<file path="src/rtl/gpio_pkg.sv">
package gpio_pkg;
  typedef enum logic [1:0] {
    SEL_PINS = 2'd0,
    SEL_DIR  = 2'd1,
    SEL_OPT  = 2'd2,
    SEL_ANA  = 2'd3
  } reg_sel_e;

  localparam int OPT_PULL_BIT = 7;
  localparam int ANA_EN_BIT   = 0;
endpackage

</file>
<file path="src/rtl/gpio_sync.sv">
module gpio_sync #(
  parameter int W      = 8,
  parameter int STAGES = 2
) (
  input  logic         clk,
  input  logic         rst,
  input  logic [W-1:0] d,
  output logic [W-1:0] q
);
  logic [W-1:0] chain [STAGES];

  always_ff @(posedge clk) begin
    if (rst) chain[0] <= '0;
    else     chain[0] <= d;
  end

  for (genvar s = 1; s < STAGES; s++) begin : g_stage
    always_ff @(posedge clk) begin
      if (rst) chain[s] <= '0;
      else     chain[s] <= chain[s-1];
    end
  end

  assign q = chain[STAGES-1];
endmodule

</file>
<file path="src/rtl/gpio_regs.sv">
module gpio_regs
  import gpio_pkg::*;
#(
  parameter int W = 8
) (
  input  logic         clk,
  input  logic         rst,
  input  logic         wr,
  input  logic [1:0]   addr,
  input  logic [W-1:0] wdata,
  input  logic [W-1:0] pins_rd,
  output logic [W-1:0] rdata,
  output logic [W-1:0] lat_q,
  output logic [W-1:0] dir_q,
  output logic         pull_n_q,
  output logic         ana_q
);
  reg_sel_e     sel;
  logic [W-1:0] rd_mux;

  assign sel = reg_sel_e'(addr);

  always_ff @(posedge clk) begin
    if (rst) begin
      lat_q    <= '0;
      dir_q    <= '1;
      pull_n_q <= 1'b1;
      ana_q    <= 1'b0;
    end else if (wr) begin
      case (sel)
        SEL_PINS: lat_q    <= wdata;
        SEL_DIR:  dir_q    <= wdata;
        SEL_OPT:  pull_n_q <= wdata[OPT_PULL_BIT];
        SEL_ANA:  ana_q    <= wdata[ANA_EN_BIT];
        default:  ;
      endcase
    end
  end

  always_comb begin
    rd_mux = '0;
    case (sel)
      SEL_PINS: rd_mux = pins_rd;
      SEL_DIR:  rd_mux = dir_q;
      SEL_OPT:  rd_mux[OPT_PULL_BIT] = pull_n_q;
      SEL_ANA:  rd_mux[ANA_EN_BIT] = ana_q;
      default:  rd_mux = '0;
    endcase
  end

  always_ff @(posedge clk) begin
    if (rst) rdata <= '0;
    else     rdata <= rd_mux;
  end

  AST_RESET_STATE: assert property (@(posedge clk)
    rst |=> (dir_q == '1 && lat_q == '0 && pull_n_q && !ana_q));
  AST_DIR_WRITE: assert property (@(posedge clk) disable iff (rst)
    (wr && addr == SEL_DIR) |=> dir_q == $past(wdata));
  AST_LATCH_WRITE: assert property (@(posedge clk) disable iff (rst)
    (wr && addr == SEL_PINS) |=> lat_q == $past(wdata));
  AST_DIR_READ: assert property (@(posedge clk) disable iff (rst)
    (!wr && addr == SEL_DIR) |=> rdata == dir_q);
endmodule

</file>
<file path="src/rtl/gpio_pad_ctl.sv">
module gpio_pad_ctl #(
  parameter int W       = 8,
  parameter int IRQ_PIN = 0,
  parameter int SS_PIN  = 1,
  parameter int ANA_PIN = 2
) (
  input  logic         clk,
  input  logic         rst,
  input  logic [W-1:0] lat,
  input  logic [W-1:0] dir,
  input  logic         pull_n,
  input  logic         ana,
  input  logic [W-1:0] pin_sync,
  output logic [W-1:0] pad_out,
  output logic [W-1:0] pad_oe,
  output logic [W-1:0] pad_pu,
  output logic [W-1:0] pins_rd,
  output logic         irq_tap,
  output logic         ss_tap,
  output logic         ana_sel
);
  always_ff @(posedge clk) begin
    if (rst) begin
      pad_out <= '0;
      pad_oe  <= '0;
      pad_pu  <= '0;
    end else begin
      pad_out <= lat;
      pad_oe  <= ~dir;
      pad_pu  <= dir & {W{~pull_n}};
    end
  end

  for (genvar i = 0; i < W; i++) begin : g_rd
    if (i == ANA_PIN) begin : g_ana
      assign pins_rd[i] = pin_sync[i] & ~ana;
    end else begin : g_dig
      assign pins_rd[i] = pin_sync[i];
    end
  end

  assign irq_tap = pin_sync[IRQ_PIN];
  assign ss_tap  = pin_sync[SS_PIN];
  assign ana_sel = ana;

  AST_PULL_ON_OUTPUT: assert property (@(posedge clk) disable iff (rst)
    (pad_oe & pad_pu) == '0);
  AST_PULL_MASTER_OFF: assert property (@(posedge clk) disable iff (rst)
    pull_n |=> pad_pu == '0);
endmodule

</file>
<file path="src/rtl/gpio_port.sv">
module gpio_port
  import gpio_pkg::*;
#(
  parameter int W           = 8,
  parameter int SYNC_STAGES = 2,
  parameter int IRQ_PIN     = 0,
  parameter int SS_PIN      = 1,
  parameter int ANA_PIN     = 2
) (
  input  logic         clk,
  input  logic         rst,
  input  logic         bus_wr,
  input  logic [1:0]   bus_addr,
  input  logic [W-1:0] bus_wdata,
  output logic [W-1:0] bus_rdata,
  input  logic [W-1:0] pad_in,
  output logic [W-1:0] pad_out,
  output logic [W-1:0] pad_oe,
  output logic [W-1:0] pad_pu,
  output logic         irq_tap,
  output logic         ss_tap,
  output logic         ana_sel
);
  logic [W-1:0] lat_q, dir_q, pin_sync, pins_rd;
  logic         pull_n_q, ana_q;

  gpio_sync #(.W(W), .STAGES(SYNC_STAGES)) u_sync (
    .clk(clk), .rst(rst), .d(pad_in), .q(pin_sync)
  );

  gpio_regs #(.W(W)) u_regs (
    .clk(clk), .rst(rst), .wr(bus_wr), .addr(bus_addr), .wdata(bus_wdata),
    .pins_rd(pins_rd), .rdata(bus_rdata), .lat_q(lat_q), .dir_q(dir_q),
    .pull_n_q(pull_n_q), .ana_q(ana_q)
  );

  gpio_pad_ctl #(.W(W), .IRQ_PIN(IRQ_PIN), .SS_PIN(SS_PIN), .ANA_PIN(ANA_PIN)) u_pad (
    .clk(clk), .rst(rst), .lat(lat_q), .dir(dir_q), .pull_n(pull_n_q),
    .ana(ana_q), .pin_sync(pin_sync), .pad_out(pad_out), .pad_oe(pad_oe),
    .pad_pu(pad_pu), .pins_rd(pins_rd), .irq_tap(irq_tap), .ss_tap(ss_tap),
    .ana_sel(ana_sel)
  );

  AST_ANALOG_READ: assert property (@(posedge clk) disable iff (rst)
    (ana_sel && !bus_wr && bus_addr == SEL_PINS) |=> !bus_rdata[ANA_PIN]);
endmodule

</file>
<file path="config.mk">
export PLATFORM = sky130hd
export DESIGN_NAME = gpio_port
export DESIGN_NICKNAME = d
export VERILOG_FILES = /design/src/rtl/gpio_pkg.sv /design/src/rtl/gpio_sync.sv /design/src/rtl/gpio_regs.sv /design/src/rtl/gpio_pad_ctl.sv /design/src/rtl/gpio_port.sv
export SDC_FILE = /design/constraint.sdc
export NUM_CORES = 1
export LEC_CHECK = 0
export BUFFER_PORTS_ARGS = -buffer_cell sky130_fd_sc_hd__buf_4
export CAP_MARGIN = 20
export CORE_MARGIN = 8
export CORE_UTILIZATION = 56
export DETAILED_ROUTE_END_ITERATION = 8
export PLACE_DENSITY = 0.92
export SLEW_MARGIN = 20
export SYNTH_ARGS = -nofsm -noshare
export SYNTH_HDL_FRONTEND = slang
export SYNTH_HIERARCHICAL = 1
export SYNTH_SLANG_ARGS = --single-unit
export TNS_END_PERCENT = 100
</file>
<file path="constraint.sdc">
create_clock -name clk -period 2.1 [get_ports clk]
set_input_delay 0.42 -clock clk [delete_from_list [all_inputs] [get_ports clk]]
set_output_delay 0.42 -clock clk [all_outputs]
set_load 0.05 [all_outputs]
</file>
Yosys cells after proc, flatten, opt, wreduce, memory -nomap -nowiden

Memory sizes are Yosys's and may differ from the RTL's.
Index checks and enable logic that the tools add are counted.

Reduce and logical (&&, ||, !) cells: 5
Eq/ne operators: 3
Bitwise gates (word level): 7
Multiplexer cells: 8

Operators with widths:

| operator             | number |
|---|---|
| $mux W8              | 2 |
| $pmux W6 S2          | 1 |
| $and A8 B8 Y8        | 1 |
| $not A8 Y8           | 1 |
| $reduce_and A2 Y1    | 4 |
| $pmux W1 S3          | 2 |
| $eq A2 B2 Y1 const B | 2 |
| $mux W1              | 3 |
| $eq A2 B1 Y1 const B | 1 |
| $logic_not A2 Y1     | 1 |
| $not A1 Y1           | 2 |
| $or A1 B1 Y1         | 2 |
| $and A1 B1 Y1        | 1 |

Word-level logic and storage cells: 32
Memory bits (writable): 16
Register bits: 50
Memories kept: 1
Bits of input ports: 21
Output and inout bits: 35

Memories:

| memory       | depth | width | read ports | clocked after memory_dff | wr ports | RTL line        | RTL |
|---|---|---|---|---|---|---|---|
| u_sync.chain | 2     | 8     | 2          | 0                        | 2        | gpio_sync.sv:10 | `logic [W-1:0] chain [STAGES];` |

Depth between registers and ports, before layout

Depth after elaboration: 3
Gate-level depth with buffers: 4
Mapped depth without buffers: 3

By module

The synthesis kept the hierarchy.

By module, submodules not included:

| module       | cells an instance | times used | seq. area each (sq um) | area an instance (sq um) |
|---|---|---|---|---|
| gpio_regs    | 109               | 1          | 520.5                  | 1,083.5 |
| gpio_pad_ctl | 62                | 1          | 480.5                  | 773.2 |
| gpio_sync    | 33                | 1          | 320.3                  | 464.2 |

Least setup slack after synthesis

OpenSTA, ideal clock, no wires.

Path type: input -> register
From: in rst
To: reg u_regs.rdata[0]
Buffers on the path: 2
Setup time: 0.069 ns
Setup slack: 1.029 ns
Arrival: 1.003 ns
Stages on the path: 4
Required time: 2.031 ns
Cells stage by stage: buf_2 or2_1 buf_2 o21ai_1

RTL lines:

| item                 | RTL line        | RTL |
|---|---|---|
| from (decl)          | gpio_port.sv:11 | `input logic rst,` |
| to (signal assigned) | gpio_regs.sv:53 | `else rdata <= rd_mux;` |
| to (decl)            | gpio_regs.sv:12 | `output logic [W-1:0] rdata,` |

Worst setup path in the final report

From: reg u_regs.ana_q
To: out ana_sel

RTL lines:

| item                   | RTL line        | RTL |
|---|---|---|
| from (decl)            | gpio_regs.sv:16 | `output logic ana_q` |
| from (signal assigned) | gpio_regs.sv:34 | `SEL_ANA: ana_q <= wdata[ANA_EN_BIT];` |
| to (decl)              | gpio_port.sv:22 | `output logic ana_sel` |

No word-level cell between the ends.

==> flow_summary.ini <==
[layout]
antennaDiodeCount = 0
final_cell_mix = dfxtp_1, buf_4, nor2_1, mux2i_1, nand2b_1
stdcell_count = 306
drive_gt1_share_pct = 37.1
layout.nets = 272
layout_commonest_cell = dfxtp_1
areaGrowthSynthToFinish_pct = 23.8

[clock_tree]
clock_path_buffers = 2
clock_latency_ps = 330
cts_resized = 0
h-tree-depth = 3
numClockSinks = 66
holdBufCountCts = 0
cts.clk_slew.worst_paths_ps = 70
cts_made_buffers = 9
cts_tree = yes
postCtsSetupRepairBufs = 0
cts_root_buffer = clkbuf_8

[detailed_routing]
via_per_inst = 4.87
drtPass1Iterations = 4
ant_nets = 0
drcViolationCount = 0
vias = 1491
drtIter0Drc = 82
routedWlPerCell_um = 16.0
wirelength_um = 4900

[timing]
hold_viol = 0
period_share_pct = 66.8
fmax_ghz = 0.713
relSlewSlack_pct = 66.2
rsz0062_at_grt = false
period_minus_slack_ps = 1400
worst_slew_pin_slew_ps = 506
clock_skew_ps = 7.81
fin_tns_setup_ps = 0
setup_viol = 0
drv_slew = 0

[synthesis]
synth_area_leader_cell = dfxtp_1
ys_seq_area_share_pct = 56.9
netlist_instances = 204
ys_ff_latch = 66
synthTopCellsByArea = dfxtp_1, mux2i_1, nor2_1, nand2b_1, nor3b_2
yosysWarnings = 6
synth_cell_types = 22
avgSynthCellArea_um2 = 11.4
synth_top_area_share_pct = 56.9
synth_area_mm2 = 0.00232
synth_nets = 225

[run]
cap_violations = 0

[global_routing]
grt_pass1_wl_um = 7560
antenna_found_initial = 0
grt.total_usage_pct = 15.6
grt_max_degree = 46
overflow = 0
grt_pass1_vias = 1561

[placed_design]
io_buffers = 55
globalplace.congestion = 0.758
place_inst = 290
dp_hpwl_um = 3120

[die]
die_y_um = 80.4
pin_count = 56
die_x_um = 80.4
fp.coreArea_mm2 = 0.00400
dieArea_mm2 = 0.00646
initial_utilization_pct = 58.0
num_rows = 23

[power_and_ir_drop]
clockPowerShare_pct = 42.3
sequentialPowerShare_pct = 48.5
p_leak_nw = 1.28
power_density_mw_per_mm2 = 946
max-vdd-ir-drop_v = 0.000725
p_comb_share_pct = 9.1
p_sw_mw = 0.629
p_sw_share_pct = 23.1
intPower_mw = 2.09

[critical_path]
crit_start = u_regs/ana_q
cp-end-kind = output port
crit_path_max_incr_delay_ps = 420
cpMaxStageDelayCell = dfxtp_1
required_ps = 1680
critPathKind = register to output port
path_delay_family = flip-flops
crit_buf_inv = 1
critPathLaunchType = register
worstPathArrival_ps = 980
path_cells = buf_4
r2r_slack_ps = 940
r2r_start = u_regs/pull_n_q
crit_fanout = 4

[run_status]
status = complete, no violations

[worst_hold_path]
min_from = pad_in[3]
hp-class = input port to register
-- through the flow --
step	worst slack (ps)	instance area [um^2]	utilization (%)	hold slack (ps)	total power [mW]
floorplan	1030	2320	-	414	1.52
global placement	686	2660	66.4	420	1.58
detailed placement	656	2660	66.4	428	1.59
CTS	678	2870	71.8	284	2.74
global route	657	2870	71.8	297	2.81
finish	697	2870	71.8	297	2.72
-- area by class of cell --
| class | count | area (um^2) |
|---|---|---|
| tap | 50 | 62.6 |
| clock buffer | 10 | 138 |
| timing repair buffer | 58 | 435 |
| fill | 283 | 1130 |
| multi-input combinational | 116 | 837 |
| clock inverter | 6 | 80.1 |
| sequential | 66 | 1320 |
-- metal layers --
layer | up-vias | global-route usage (%) | part of all wire (%)
met3 | 7 | 4.80 | 6.0
met2 | 60 | 26.3 | 50
met4 | 0 | 9.64 | 1.6
met5 | - | 0 | 0
met1 | 687 | 16.6 | 42
li1 | 737 | - | -
-- power by group through the flow --
stage                     sequential, mW  clock, mW  combinational, mW
after floorplan                     1.40          0              0.120
after global placement              1.34          0              0.240
after detailed placement            1.35          0              0.245
after CTS                           1.32       1.17              0.249
after global routing                1.32       1.23              0.262
final                               1.32       1.15              0.249
-- registers in the layout, indices dropped and copies added, names as in the netlist --
signal	cells
u_regs/dir_q	8
u_sync/chain	16
u_regs/ana_q	1
u_regs/lat_q	8
u_pad/pad_out	8
u_regs/rdata	8
u_regs/pull_n_q	1
u_pad/pad_pu	8
u_pad/pad_oe	8
-- logic make-up (layout without fill, tap and decap cells) --
family | count (synthesis) | in the layout | synth area share, %
AND/OR/NAND/NOR | 88 | 88 | 24.3
flip-flops | 66 | 66 | 56.9
multiplexers | 26 | 26 | 11.2
buffers and inverters | 22 | 74 | 7.01
AO/OA/AOI/OAI | 2 | 2 | 0.593
-- worst paths after layout --
check | endpoint | depth (start not counted)
setup / recovery | ana_sel | 1
hold / removal | u_sync/chain[0][3] | 2
setup reg to reg | u_regs/rdata[7] | 2
hold reg to reg | u_sync/chain[1][0] | 1
-- cells in the mapped netlist (all sizes together) --
cell and n:
nor3b 9, nand2 1, clkbuf 2, nor2b 16, o32ai 1, and2b 9, dfxtp 66, o21ai 1
nand4b 1, and3b 1, or2 1, nand2b 17, nor2 31, nand3b 1, mux2i 26, nand3 1
buf 20
(Power assumes the default switching activity.)
